<file path="src/rtl/tmr_pkg.sv">
package tmr_pkg;
  // Step command from control to datapath
  typedef struct packed {
    logic incr;     // add one
    logic decr;     // subtract one
    logic loadCap;  // counter <= companion register
    logic loadMax;  // counter <= all ones
    logic capture;  // companion register <= counter
  } stepCmd_t;

  localparam logic WR_TIMER = 1'b0;
  localparam logic WR_CAP   = 1'b1;
endpackage

</file>
<file path="src/rtl/tmr_pin_sync.sv">
module tmr_pin_sync #(
  parameter int STAGES = 2
) (
  input  logic clk,
  input  logic rstN,
  input  logic pinIn,
  output logic pinLvl,
  output logic pinFall
);
  logic [STAGES-1:0] chain;
  logic              lastLvl;

  genvar gi;
  generate
    for (gi = 0; gi < STAGES; gi++) begin : g_stage
      if (gi == 0) begin : g_first
        always_ff @(posedge clk or negedge rstN)
          if (!rstN) chain[0] <= 1'b0;
          else       chain[0] <= pinIn;
      end else begin : g_next
        always_ff @(posedge clk or negedge rstN)
          if (!rstN) chain[gi] <= 1'b0;
          else       chain[gi] <= chain[gi-1];
      end
    end
  endgenerate

  always_ff @(posedge clk or negedge rstN)
    if (!rstN) lastLvl <= 1'b0;
    else       lastLvl <= chain[STAGES-1];

  assign pinLvl  = chain[STAGES-1];
  assign pinFall = lastLvl & ~chain[STAGES-1];

  // a detected fall means the previous synchronised sample was high
  p_fall_prev_high_r6: assert property (@(posedge clk) disable iff (!rstN)
    pinFall |-> $past(pinLvl));
endmodule

</file>
<file path="src/rtl/tmr_ctrl.sv">
module tmr_ctrl
  import tmr_pkg::*;
(
  input  logic     clk,
  input  logic     rstN,
  input  logic     runEn,
  input  logic     tickEn,
  input  logic     extEn,
  input  logic     downEn,
  input  logic     captureSel,
  input  logic     pinLvl,
  input  logic     pinFall,
  input  logic     atMax,
  input  logic     atCap,
  input  logic     ovfClr,
  input  logic     extClr,
  output stepCmd_t cmd,
  output logic     ovfFlag,
  output logic     extFlag
);
  logic step, dirMode, extHit, ovfSet, extSet;

  assign step    = runEn & tickEn;
  assign dirMode = ~captureSel & downEn;
  assign extHit  = pinFall & extEn & ~dirMode;

  always_comb begin
    cmd    = '0;
    ovfSet = 1'b0;
    extSet = 1'b0;
    if (captureSel) begin
      cmd.capture = extHit;
      extSet      = extHit;
      cmd.incr    = step;
      ovfSet      = step & atMax;
    end else if (dirMode) begin
      if (step) begin
        if (pinLvl) begin
          cmd.loadCap = atMax;
          cmd.incr    = ~atMax;
          ovfSet      = atMax;
        end else begin
          cmd.loadMax = atCap;
          cmd.decr    = ~atCap;
          ovfSet      = atCap;
        end
      end
    end else begin
      extSet = extHit;
      ovfSet = step & atMax;
      if (extHit)    cmd.loadCap = 1'b1;
      else if (step) begin
        cmd.loadCap = atMax;
        cmd.incr    = ~atMax;
      end
    end
  end

  always_ff @(posedge clk or negedge rstN) begin
    if (!rstN) begin
      ovfFlag <= 1'b0;
      extFlag <= 1'b0;
    end else begin
      if (ovfSet)      ovfFlag <= 1'b1;
      else if (ovfClr) ovfFlag <= 1'b0;
      if (extSet)      extFlag <= 1'b1;
      else if (extClr) extFlag <= 1'b0;
    end
  end

  p_ovf_sticky_r10: assert property (@(posedge clk) disable iff (!rstN)
    (ovfFlag && !ovfClr) |=> ovfFlag);
  p_ext_sticky_r10: assert property (@(posedge clk) disable iff (!rstN)
    (extFlag && !extClr) |=> extFlag);
  p_one_timer_op_r2: assert property (@(posedge clk) disable iff (!rstN)
    $countones({cmd.incr, cmd.decr, cmd.loadCap, cmd.loadMax}) <= 1);
endmodule

</file>
<file path="src/rtl/tmr_datapath.sv">
module tmr_datapath
  import tmr_pkg::*;
#(
  parameter int WIDTH = 16
) (
  input  logic             clk,
  input  logic             rstN,
  input  stepCmd_t         cmd,
  input  logic             wrEn,
  input  logic             wrSel,
  input  logic [WIDTH-1:0] wrData,
  output logic [WIDTH-1:0] timerVal,
  output logic [WIDTH-1:0] capVal,
  output logic             atMax,
  output logic             atCap
);
  localparam logic [WIDTH-1:0] ALL_ONES = {WIDTH{1'b1}};
  localparam logic [WIDTH-1:0] ONE      = {{(WIDTH-1){1'b0}}, 1'b1};

  logic [WIDTH-1:0] cnt, rel;

  always_ff @(posedge clk or negedge rstN) begin
    if (!rstN) begin
      cnt <= '0;
    end else if (wrEn && wrSel == WR_TIMER) begin
      cnt <= wrData;
    end else if (cmd.loadCap) begin
      cnt <= rel;
    end else if (cmd.loadMax) begin
      cnt <= ALL_ONES;
    end else if (cmd.incr) begin
      cnt <= cnt + ONE;
    end else if (cmd.decr) begin
      cnt <= cnt - ONE;
    end
  end

  always_ff @(posedge clk or negedge rstN) begin
    if (!rstN)                          rel <= '0;
    else if (wrEn && wrSel == WR_CAP)   rel <= wrData;
    else if (cmd.capture)               rel <= cnt;
  end

  assign timerVal = cnt;
  assign capVal   = rel;
  assign atMax    = (cnt == ALL_ONES);
  assign atCap    = (cnt == rel);

  p_incr_step_r3: assert property (@(posedge clk) disable iff (!rstN)
    (cmd.incr && !wrEn) |=> cnt == $past(cnt) + ONE);
  p_decr_step_r5: assert property (@(posedge clk) disable iff (!rstN)
    (cmd.decr && !wrEn) |=> cnt == $past(cnt) - ONE);
endmodule

</file>
<file path="src/rtl/updown_reload_timer.sv">
module updown_reload_timer #(
  parameter int WIDTH       = 16,
  parameter int SYNC_STAGES = 2
) (
  input  logic             clk,
  input  logic             rstN,
  input  logic             runEn,
  input  logic             tickEn,
  input  logic             extPin,
  input  logic             extEn,
  input  logic             downEn,
  input  logic             captureSel,
  input  logic             wrEn,
  input  logic             wrSel,
  input  logic [WIDTH-1:0] wrData,
  input  logic             ovfClr,
  input  logic             extClr,
  output logic [WIDTH-1:0] timerVal,
  output logic [WIDTH-1:0] capVal,
  output logic             ovfFlag,
  output logic             extFlag
);
  import tmr_pkg::*;

  stepCmd_t cmd;
  logic     pinLvl, pinFall, atMax, atCap;

  tmr_pin_sync #(.STAGES(SYNC_STAGES)) u_sync (
    .clk(clk), .rstN(rstN), .pinIn(extPin), .pinLvl(pinLvl), .pinFall(pinFall)
  );

  tmr_ctrl u_ctrl (
    .clk(clk), .rstN(rstN), .runEn(runEn), .tickEn(tickEn), .extEn(extEn),
    .downEn(downEn), .captureSel(captureSel), .pinLvl(pinLvl), .pinFall(pinFall),
    .atMax(atMax), .atCap(atCap), .ovfClr(ovfClr), .extClr(extClr),
    .cmd(cmd), .ovfFlag(ovfFlag), .extFlag(extFlag)
  );

  tmr_datapath #(.WIDTH(WIDTH)) u_dp (
    .clk(clk), .rstN(rstN), .cmd(cmd), .wrEn(wrEn), .wrSel(wrSel), .wrData(wrData),
    .timerVal(timerVal), .capVal(capVal), .atMax(atMax), .atCap(atCap)
  );

  p_hold_r2: assert property (@(posedge clk) disable iff (!rstN)
    (!(runEn && tickEn) && !wrEn && !(pinFall && extEn)) |=> $stable(timerVal));
  p_down_match_r5: assert property (@(posedge clk) disable iff (!rstN)
    (runEn && tickEn && !captureSel && downEn && !pinLvl && timerVal == capVal && !wrEn)
      |=> (timerVal == {WIDTH{1'b1}}) && ovfFlag);
  p_ignore_ext_r9: assert property (@(posedge clk) disable iff (!rstN)
    (!extEn && !wrEn) |=> $stable(capVal));
  p_capture_r7: assert property (@(posedge clk) disable iff (!rstN)
    (captureSel && pinFall && extEn && !wrEn) |=> (capVal == $past(timerVal)) && extFlag);
endmodule

</file>
<file path="config.mk">
export PLATFORM = sky130hd
export DESIGN_NAME = updown_reload_timer
export DESIGN_NICKNAME = d
export VERILOG_FILES = /design/src/rtl/tmr_pkg.sv /design/src/rtl/tmr_pin_sync.sv /design/src/rtl/tmr_ctrl.sv /design/src/rtl/tmr_datapath.sv /design/src/rtl/updown_reload_timer.sv
export SDC_FILE = /design/constraint.sdc
export NUM_CORES = 1
export LEC_CHECK = 0
export BUFFER_PORTS_ARGS = -buffer_cell sky130_fd_sc_hd__clkbuf_2
export CORE_UTILIZATION = 50
export CTS_CLUSTER_DIAMETER = 40
export DETAILED_ROUTE_END_ITERATION = 16
export PLACE_DENSITY = 0.72
export RECOVER_POWER = 50
export SETUP_SLACK_MARGIN = 0.4
export SYNTH_ARGS = -nofsm -noshare
export SYNTH_HDL_FRONTEND = slang
export SYNTH_SLANG_ARGS = --single-unit
export TNS_END_PERCENT = 20
</file>
<file path="constraint.sdc">
create_clock -name clk -period 3.72 [get_ports clk]
set_input_delay 0.186 -clock clk [delete_from_list [all_inputs] [get_ports clk]]
set_output_delay 0.186 -clock clk [all_outputs]
set_load 0.02 [all_outputs]
</file>
==> results.py, run 1 <==
metrics = {
    "outcome": {
        "outcome": "finished with violations",
        "violations": "max-capacitance violations, max-slew violations",
    },
    "synth": {
        "yosysUniqueCellTypes": 50,
        "synth.area.mux_share_pct": 5.934,
        "synth_top_area_cell": "dfrtp_1",
        "synth_common_cells": "a21oi_1 (37), dfrtp_1 (37), nor2_1 (32)",
        "syn-num-nets": 346,
        "async_flop_share_pct": 100.0,
        "synthTopCellsByArea": "dfrtp_1 (34%), xor2_1 (7.5%), a21oi_1 (6.9%)",
        "synth-compound-area-share_pct": 24.71,
        "ys_ff_latch": 37,
        "synth.avg_cell_area_um2": 8.907,
        "synthAdderAreaFrac_pct": 7.232,
        "yosysTopAreaCellShare_pct": 34.31,
        "synth_simple_gate_area_share_pct": 15.67,
        "synth-main-ff-cell": "dfrtp_1",
        "syn_area_um2": 2699,
        "yosysSeqAreaShare_pct": 34.31,
        "yosys_warnings": 0,
        "synth-edff-count": 0,
        "synth_top_family_by_area": "compound AO/OA/AOI/OAI gates",
        "syn_inst": 303,
        "synth_xor_area_share_pct": 9.411,
    },
    "clocking": {
        "cts_made_buffers": 5,
        "clkTransAtPathRegs_ns": 0.07,
        "clk_latency_ns": 0.29,
        "htreeDepth": 2,
        "cts_root_buf": "clkbuf_8",
        "clock-sinks": 37,
        "cts_tree": "built",
        "cts_max_path_buffers": 2,
        "cts.repair_timing.setup_buffer_count": 0,
    },
    "routing": {
        "viasPerCell": 6.032,
        "detail-route-antenna-nets": 0,
        "drc_errors": 0,
        "via_count": 2660,
        "totalWireLength_mm": 7.520,
        "wire_per_inst_um": 17.05,
        "drt_iter0_drc": 223,
        "firstDrtPassIters": 5,
    },
    "timing": {
        "fmax_mhz": 325.1,
        "drv_slew": 38,
        "grt_setup_unrepaired": "no",
        "period_needed_ns": 3.076,
        "hold_violations": 0,
        "setup_viol": 0,
        "tightestPinTransition_ns": 2.055,
        "fin_crit_sh_pct": 82.70,
        "relSlewSlack_pct": -36.98,
        "hold_slack_ns": 0.08483,
        "fin_ws_ns": 0.6436,
        "tns_ns": 0,
        "fin_worst_skew_ns": 0.005138,
    },
    "placement": {
        "placedCellCount": 432,
        "io_buffers": 61,
        "gp_congestion": 0.8912,
        "pre_cts_ws_ns": 0.3920,
        "hpwl_mm": 5.456,
    },
    "critical_path": {
        "critPathMaxStageDelay_ns": 0.48,
        "slowest_stage": "dfrtp_1",
        "crit_path_max_fanout": 12,
        "cp-start-kind": "register",
        "crit_chain": "nand4_1 -> nor4_2 -> o21ai_1 -> nand2_4 -> ha_1 -> a211oi_1 -> o21bai_1 -> o2111ai_1 -> a31oi_1 -> a31o_2 -> xnor2_1 -> a22oi_1",
        "arrival_ns": 3.24,
        "critPathBufInv": 0,
        "cp_top_family": "compound AO/OA/AOI/OAI gates",
        "worstSetupPathType": "reg2reg",
        "cp-end-kind": "register",
        "critPathRequiredTime_ns": 3.88,
    },
    "flow_run": {
        "cap_violations": 1,
    },
    "final_layout": {
        "nets": 413,
        "n_antenna_cell": 0,
        "num-fill-cells": 508,
        "drive_above_1_share_pct": 21.02,
        "fin_cells": 441,
        "multi_input_area_um2": 1744,
        "area_delta_synth_final_pct": 20.07,
        "final_util_pct": 63.05,
        "seq_area_um2": 927.1,
    },
    "power": {
        "power_density_nw_per_um2": 801.1,
        "p_leak_nw": 1.469,
        "max-vdd-ir-drop_mv": 0.4637,
    },
    "global_route": {
        "antenna_found_initial": 0,
        "gr-total-overflow": 0,
        "grt_max_degree": 38,
        "grt_use_total_pct": 28.46,
        "grt_pass1_vias": 2467,
        "grt_pass1_wl_mm": 11.95,
    },
    "floorplanning": {
        "core_region_area_um2": 5140,
        "initial_core_util_pct": 52.51,
        "io_pins": 62,
        "die_h_um": 75.47,
        "rows": 26,
        "die_area_um2": 5696,
        "fp.dieW_um": 75.47,
    },
    "hold_path": {
        "hp-class": "in2reg",
    },
}
## cells by family (layout without fill, tap and decap cells)
kind of cell,after synthesis,count (layout)
AOI/OAI and AO/OA,102,102
and+or+nand+nor,85,85
DFF,37,37
xor gates and xnor gates,29,29
buffers and inverters,19,87
muxes,16,16
adders and majority gates,15,15
## timing repair
action,4_1_cts,5_1_grt
endpoints found under the setup margin,1,6
hold buffers,1,0
hold endpoints to repair,1,0
gates cloned,0,0
pin swaps,0,1
resized for setup,1,4
## worst register-to-register path: stages (launching register included)
cell and delay, ns:
dfrtp_1 0.48, nand4_1 0.16, nor4_2 0.31, o21ai_1 0.15
nand2_4 0.18, ha_1 0.27, a211oi_1 0.25, o21bai_1 0.18
o2111ai_1 0.29, a31oi_1 0.18, a31o_2 0.29, xnor2_1 0.14
a22oi_1 0.08
## metrics by stage
step                total power, mW  instance area, um^2
floorplan                     1.866                 2699
global placement              2.282                 3144
detailed placement            2.304                 3144
CTS                           2.592                 3239
global route                  2.815                 3241
finish                        2.596                 3241
## layer usage
layer / vias to the layer above / share of wire (%) / global-route usage [%]
met5: - / 0 / 0
met1: 1262 / 45 / 40.35
li1: 1279 / - / -
met3: 15 / 7.3 / 5.026
met2: 104 / 46 / 44.25
met4: 0 / 1.6 / 9.053
## registers in the layout, indices dropped and copies added (netlist names)
signal          count
u_dp.capVal        16
u_sync.chain        1
u_sync.lastLvl      1
u_ctrl.ovfFlag      1
u_sync.pinLvl       1
u_dp.timerVal      16
u_ctrl.extFlag      1
## layout make-up
cell class	count	area share [%]
Clock inverter	2	0.3089
Clock buffer	6	2.239
Multi-Input combinational cell	247	53.82
Sequential cell	37	28.61
Tap cell	70	2.703
Inverter	7	0.8108
Timing Repair Buffer	72	11.51
## layout by cell type (no fill, tap or decap), types with 10 or more instances in the layout
master    instances
clkbuf_2         47
a21oi_1          37
dfrtp_1          36
nor2_1           32
xor2_1           23
mux2i_1          16
nand2_1          15
clkbuf_1         15
ha_1             14
buf_4            10
## path summary, 6_finish.rpt
kind	start	to	slack, ns	depth (start not counted)
setup reg to reg	u_dp.timerVal[15]$_DFFE_PN0P_	u_dp.timerVal[15]$_DFFE_PN0P_	0.64	12
hold reg to reg	u_sync.chain[0]$_DFF_PN0_	u_sync.pinLvl$_DFF_PN0_	0.37	0
min in group asynchronous	rstN	u_sync.chain[0]$_DFF_PN0_	0.48	1
setup / recovery	u_dp.timerVal[15]$_DFFE_PN0P_	u_dp.timerVal[15]$_DFFE_PN0P_	0.64	12
max in group asynchronous	rstN	u_dp.timerVal[1]$_DFFE_PN0P_	1.92	1
hold / removal	extClr	u_ctrl.extFlag$_DFFE_PN0P_	0.08	2
## where the power goes
part | internal, mW | total (mW) | switching [mW] | leakage (nW)
logic | 0.646 | 1.55 | 0.904 | 0.999
registers | 0.541 | 0.768 | 0.227 | 0.425
clock network | 0.130 | 0.278 | 0.148 | 0.0450
Power figures use the tool's default switching activity.
==> run 2, diff against run 1 <==
- CORE_UTILIZATION: 50 -> 49
- PLACE_DENSITY: 0.72 -> 0.73
- clock period: 3.72 -> 2.6 ns (I/O delays scaled with it)
==> run 2 against run 1 <==
Setup slack lost 0.76 ns. The flow finishes with violations (max-capacitance violations, max-slew violations, negative setup slack). Total power grew 75%. Hold slack lost 0.064 ns. Largest power group unchanged. Final cell count grew 9.8%. Flip-flop and latch count is the same. Non-clock buffer count grew 43. First-iteration DRC count shrank 18%. Clock power grew 42%. Sequential share of layout area shrank 4.0 points.
==> results.py, run 2 (same netlist as run 1, synthesis figures left out) <==
metrics = {
    "timing": {
        "drv_slew": 38,
        "hold_violations": 0,
        "fin_ws_ns": -0.1199,
        "fin_crit_sh_pct": 104.6,
        "fin_worst_skew_ns": 0.004249,
        "grt_setup_unrepaired": "yes",
        "hold_slack_ns": 0.02129,
        "tightestPinTransition_ns": 2.156,
        "fmax_mhz": 367.7,
        "relSlewSlack_pct": -43.76,
        "setup_viol": 8,
        "period_needed_ns": 2.720,
    },
    "clocking": {
        "cts_root_buf": "clkbuf_8",
        "cts_max_path_buffers": 2,
        "htreeDepth": 2,
        "clkTransAtPathRegs_ns": 0.07,
        "cts_tree": "built",
        "clock-sinks": 37,
        "clk_latency_ns": 0.29,
        "cts_made_buffers": 5,
    },
    "routing": {
        "drc_errors": 0,
        "firstDrtPassIters": 4,
        "via_count": 2815,
        "viasPerCell": 5.816,
        "wire_per_inst_um": 17.50,
        "drt_iter0_drc": 183,
        "totalWireLength_mm": 8.469,
        "detail-route-antenna-nets": 0,
    },
    "critical_path": {
        "r2r_start": "u_dp.timerVal[5]$_DFFE_PN0P_",
        "crit_path_max_fanout": 6,
        "worstSetupPathType": "reg2reg",
        "arrival_ns": 2.88,
        "critPathRequiredTime_ns": 2.76,
        "startpoint": "u_dp.timerVal[5]$_DFFE_PN0P_",
        "cp-end-kind": "register",
        "cp-start-kind": "register",
        "r2r_slack_ns": -0.12,
    },
    "power": {
        "p_leak_nw": 1.730,
        "max-vdd-ir-drop_mv": 0.7421,
        "power_density_nw_per_um2": 1185,
    },
    "floorplanning": {
        "io_pins": 62,
        "core_region_area_um2": 5205,
        "fp.dieW_um": 76.22,
        "die_area_um2": 5809,
        "initial_core_util_pct": 51.85,
        "rows": 26,
        "die_h_um": 76.22,
    },
    "global_route": {
        "top_usage_layer": "met2",
        "grt_use_total_pct": 30.30,
        "antenna_found_initial": 0,
        "gr-total-overflow": 0,
        "grt_use_met2_pct": 51.44,
        "grt_pass1_wl_mm": 13.86,
        "grt_max_degree": 38,
        "grtUsageMet3_pct": 6.228,
        "grt_pass1_vias": 2794,
        "use_met1_pct": 38.23,
    },
    "placement": {
        "gp_congestion": 0.9288,
        "io_buffers": 61,
        "hpwl_mm": 6.303,
        "pre_cts_ws_ns": -0.2627,
        "placed_area_um2": 3590,
    },
    "flow_run": {
        "cap_violations": 1,
    },
    "hold_path": {
        "hp-class": "in2reg",
        "worstHoldStart": "extClr",
    },
    "final_layout": {
        "n_antenna_cell": 0,
        "final_common_cell": "clkbuf_2",
        "num-fill-cells": 396,
        "drive_above_1_share_pct": 40.34,
        "area_delta_synth_final_pct": 42.37,
        "nets": 456,
        "layout_common_cells": "clkbuf_2 (53), buf_4 (49), a21oi_1 (34), nor2_1 (32), xor2_1 (23)",
        "final_cell_area_um2": 3842,
    },
    "outcome": {
        "outcome": "finished with violations",
        "violations": "max-capacitance violations, max-slew violations, negative setup slack",
    },
}
[run 2: changes by cell type in the layout (fill, tap and decap cells not counted), moves of 3 or more]
cell	before	now
a21oi_1	37	34
a21oi_2	0	3
buf_4	10	49
clkbuf_1	15	12
clkbuf_2	47	53
dfrtp_1	36	21
dfrtp_2	1	16
ha_1	14	7
ha_4	0	7
[run 2: what timing repair did]
action	in CTS	in global routing
hold buffers	1	0
buffers inserted	4	0
resized for setup	17	9
endpoints found under the hold margin	1	0
setup endpoints to repair	16	16
pin swaps	40	12
[run 2: layout make-up]
type | instances | area, um^2 | area share (%)
multi-input combinational | 247 | 1979 | 51.51
sequential | 37 | 945.9 | 24.62
timing repair buffer | 115 | 723.2 | 18.82
tap | 70 | 87.58 | 2.279
clock buffer | 8 | 80.08 | 2.084
inverter | 7 | 26.28 | 0.6838
[run 2: worst paths after layout]
check | to | cells past startpoint
min | u_ctrl.extFlag$_DFFE_PN0P_ | 2
max reg2reg | u_dp.timerVal[15]$_DFFE_PN0P_ | 13
max | u_dp.timerVal[15]$_DFFE_PN0P_ | 13
max in group asynchronous | u_dp.timerVal[3]$_DFFE_PN0P_ | 1
min reg2reg | u_sync.pinLvl$_DFF_PN0_ | 0
min in group asynchronous | u_dp.timerVal[11]$_DFFE_PN0P_ | 1
[run 2: power by group]
part	internal [mW]	switching, mW	total (mW)
Combinational	1.44	1.74	3.18
Clock	0.191	0.205	0.396
Sequential	0.794	0.185	0.979
Total	2.42	2.13	4.55
[run 2: critical path: stages (launching register included)]
cell and delay (ns):
dfrtp_2 0.40, nand4_1 0.22, nor4_4 0.06, o21ai_2 0.17, nand2_4 0.09, buf_12 0.16
ha_4 0.27, o21a_1 0.14, a2bb2oi_1 0.26, o2111ai_2 0.18, a31oi_2 0.24, a31o_2 0.19
xnor2_1 0.11, a22oi_1 0.08
[run 2: stage by stage]
stage	TNS, ns	instances	power, mW	util [%]
finish	-0.6666	484	4.553	73.82
global placement	-0.8965	471	3.814	68.97
global route	-2.422	484	4.855	73.82
detailed placement	-1.653	471	3.875	68.97
CTS	-0.8381	484	4.473	73.32
floorplan	-1.139	303	2.853	-
[run 2: metal layers]
metal | vias up | routed length, um
li1 | 1358 | -
met1 | 1350 | 3610
met2 | 90 | 4215
met3 | 17 | 452
met4 | 0 | 191
met5 | - | 0
==> run 3, diff against run 2 <==
- BUFFER_PORTS_ARGS: -buffer_cell sky130_fd_sc_hd__clkbuf_2 -> not set
- CORE_UTILIZATION: 49 -> 50
- DONT_BUFFER_PORTS: not set -> 1
- PLACE_DENSITY: 0.73 -> 0.65
- TNS_END_PERCENT: 20 -> 1
==> run 3 against run 2 <==
Critical path type unchanged. Critical path depth is 1 lower. Register-to-register slack worse by 0.11 ns. Clock power is 33% higher. Total power is 2.0% lower. Hold slack worse by 0.0093 ns. Final cell count is 11% lower. Die area is 1.9% lower. Routed wire length is 1.2% higher. Largest power group unchanged. The flow still finishes with violations (max-capacitance violations, max-slew violations, negative setup slack). Core utilization is 3.5 points lower. Highest routed layer unchanged.
==> results.py, run 3 (same netlist as run 1, synthesis figures left out) <==
metrics = {
    "critical_path": {
        "cp_top_family": "compound AO/OA/AOI/OAI gates",
        "crit_path_max_fanout": 6,
        "cp-end-kind": "register",
        "cp-start-kind": "register",
        "arrival_ns": 3.03,
        "critPathBufInv": 0,
        "crit_chain": "nand4_1 -> nor4_4 -> o21ai_2 -> nand2_4 -> ha_4 -> a211oi_2 -> o21bai_2 -> o2111ai_2 -> a31oi_2 -> a31o_2 -> xnor2_1 -> a22oi_1",
        "worstSetupPathType": "reg2reg",
        "critPathRequiredTime_ns": 2.80,
        "slowest_stage": "dfrtp_2",
        "critPathMaxStageDelay_ns": 0.36,
    },
    "global_route": {
        "grt_pass1_wl_mm": 13.38,
        "antenna_found_initial": 0,
        "gr-total-overflow": 0,
        "grt_pass1_vias": 2667,
        "grt_max_degree": 38,
        "grt_use_total_pct": 32.03,
    },
    "placement": {
        "hpwl_mm": 6.133,
        "gp_congestion": 0.9116,
        "io_buffers": 0,
        "placedCellCount": 410,
    },
    "final_layout": {
        "num-fill-cells": 415,
        "multi_input_area_um2": 1963,
        "final_common_cell": "buf_4",
        "nets": 403,
        "layout_common_cells": "buf_4 (50), a21oi_1 (36), nor2_1 (32), xor2_1 (23), dfrtp_1 (21)",
        "area_delta_synth_final_pct": 33.89,
        "drive_above_1_share_pct": 30.75,
        "n_antenna_cell": 0,
        "fin_cells": 431,
        "seq_area_um2": 945.9,
    },
    "routing": {
        "firstDrtPassIters": 4,
        "detail-route-antenna-nets": 0,
        "drc_errors": 0,
        "via_count": 2647,
        "viasPerCell": 6.142,
        "totalWireLength_mm": 8.573,
        "drt_iter0_drc": 146,
        "wire_per_inst_um": 19.89,
    },
    "timing": {
        "hold_violations": 0,
        "fin_crit_sh_pct": 108.9,
        "grt_setup_unrepaired": "yes",
        "period_needed_ns": 2.831,
        "drv_slew": 38,
        "relSlewSlack_pct": -36.46,
        "fmax_mhz": 353.2,
        "hold_slack_ns": 0.01196,
        "setup_viol": 9,
        "tightestPinTransition_ns": 2.047,
        "fin_ws_ns": -0.2314,
        "fin_worst_skew_ns": 0.005541,
    },
    "hold_path": {
        "hp-class": "in2reg",
    },
    "power": {
        "power_mw": 4.461,
        "p_leak_nw": 1.532,
        "max-vdd-ir-drop_mv": 0.6862,
        "power_density_nw_per_um2": 1234,
    },
    "clocking": {
        "cts_max_path_buffers": 2,
        "cts_tree": "built",
        "cts_root_buf": "clkbuf_8",
        "clock-sinks": 37,
        "htreeDepth": 2,
        "cts_made_buffers": 5,
        "clk_latency_ns": 0.29,
        "clkTransAtPathRegs_ns": 0.08,
    },
    "flow_run": {
        "cap_violations": 1,
    },
    "floorplanning": {
        "io_pins": 62,
        "rows": 26,
        "core_region_area_um2": 5140,
        "die_area_um2": 5696,
        "fp.dieW_um": 75.47,
        "die_h_um": 75.47,
        "initial_core_util_pct": 52.51,
    },
    "outcome": {
        "violations": "max-capacitance violations, max-slew violations, negative setup slack",
        "outcome": "finished with violations",
    },
}
-- run 3: cell types whose count changed in the layout (fill, tap and decap cells not counted), moves of 2 or more --
| cell | before | now |
|---|---|---|
| a21oi_1 | 34 | 36 |
| a21oi_2 | 3 | 1 |
| clkbuf_1 | 12 | 3 |
| clkbuf_2 | 53 | 0 |
| dlygate4sd3_1 | 1 | 8 |
-- run 3: worst paths after layout --
kind	slack (ns)	end	startpoint	cells past startpoint
min in group asynchronous	0.97	u_dp.capVal[11]$_DFFE_PN0P_	rstN	2
worst min register to register	0.35	u_sync.pinLvl$_DFF_PN0_	u_sync.chain[0]$_DFF_PN0_	0
worst max-delay path	-0.23	u_dp.timerVal[15]$_DFFE_PN0P_	u_dp.timerVal[13]$_DFFE_PN0P_	12
worst min-delay path	0.01	u_dp.timerVal[9]$_DFFE_PN0P_	wrData[9]	2
max in group asynchronous	0.30	u_dp.timerVal[7]$_DFFE_PN0P_	rstN	2
worst max register to register	-0.23	u_dp.timerVal[15]$_DFFE_PN0P_	u_dp.timerVal[13]$_DFFE_PN0P_	12
-- run 3: worst register-to-register path: stages (launching register included) --
cell and delay (ns):
dfrtp_2 0.36, nand4_1 0.19, nor4_4 0.33, o21ai_2 0.15, nand2_4 0.19, ha_4 0.23
a211oi_2 0.19, o21bai_2 0.13, o2111ai_2 0.29, a31oi_2 0.14, a31o_2 0.26, xnor2_1 0.12
a22oi_1 0.17
-- run 3: power by group --
group          internal (mW)  leakage (nW)  switching, mW
clock                  0.313        0.0585          0.214
sequential             0.792         0.410          0.288
combinational           1.29          1.06           1.57
-- run 3: metal layers --
metal,vias to the layer above,track usage (%),wire length (um)
li1,1261,-,-
met1,1281,41.78,3728
met2,88,52.98,4218
met3,17,6.085,426
met4,0,11.93,199
met5,-,0,0
-- run 3: what timing repair did --
item / 4_1_cts / 5_1_grt
buffers inserted: 3 / 0
resized for setup: 16 / 4
setup endpoints to repair: 16 / 16
endpoints found under the hold margin: 44 / 0
hold buffers: 9 / 0
pin swaps: 25 / 13
cloned: 1 / 0
-- run 3: area by class of cell --
cell class	count	area share (%)
timing repair buffer	61	13.12
clock inverter	1	0.8310
sequential	37	26.18
multi-input combinational	248	54.33
clock buffer	7	2.389
tap	70	2.424
inverter	7	0.7271
-- run 3: metrics by stage --
| stage | instance area, um^2 | TNS, ns | util (%) | setup WS, ns |
|---|---|---|---|---|
| 5_1_grt | 3613 | -4.437 | 70.30 | -0.3480 |
| 3_3_place_gp | 3284 | -1.351 | 63.90 | -0.2107 |
| 6_report | 3613 | -1.305 | 70.30 | -0.2314 |
| 4_1_cts | 3612 | -1.145 | 70.28 | -0.1822 |
| 2_1_floorplan | 2851 | -1.189 | - | -0.2054 |
| 3_5_place_dp | 3284 | -1.639 | 63.90 | -0.2537 |
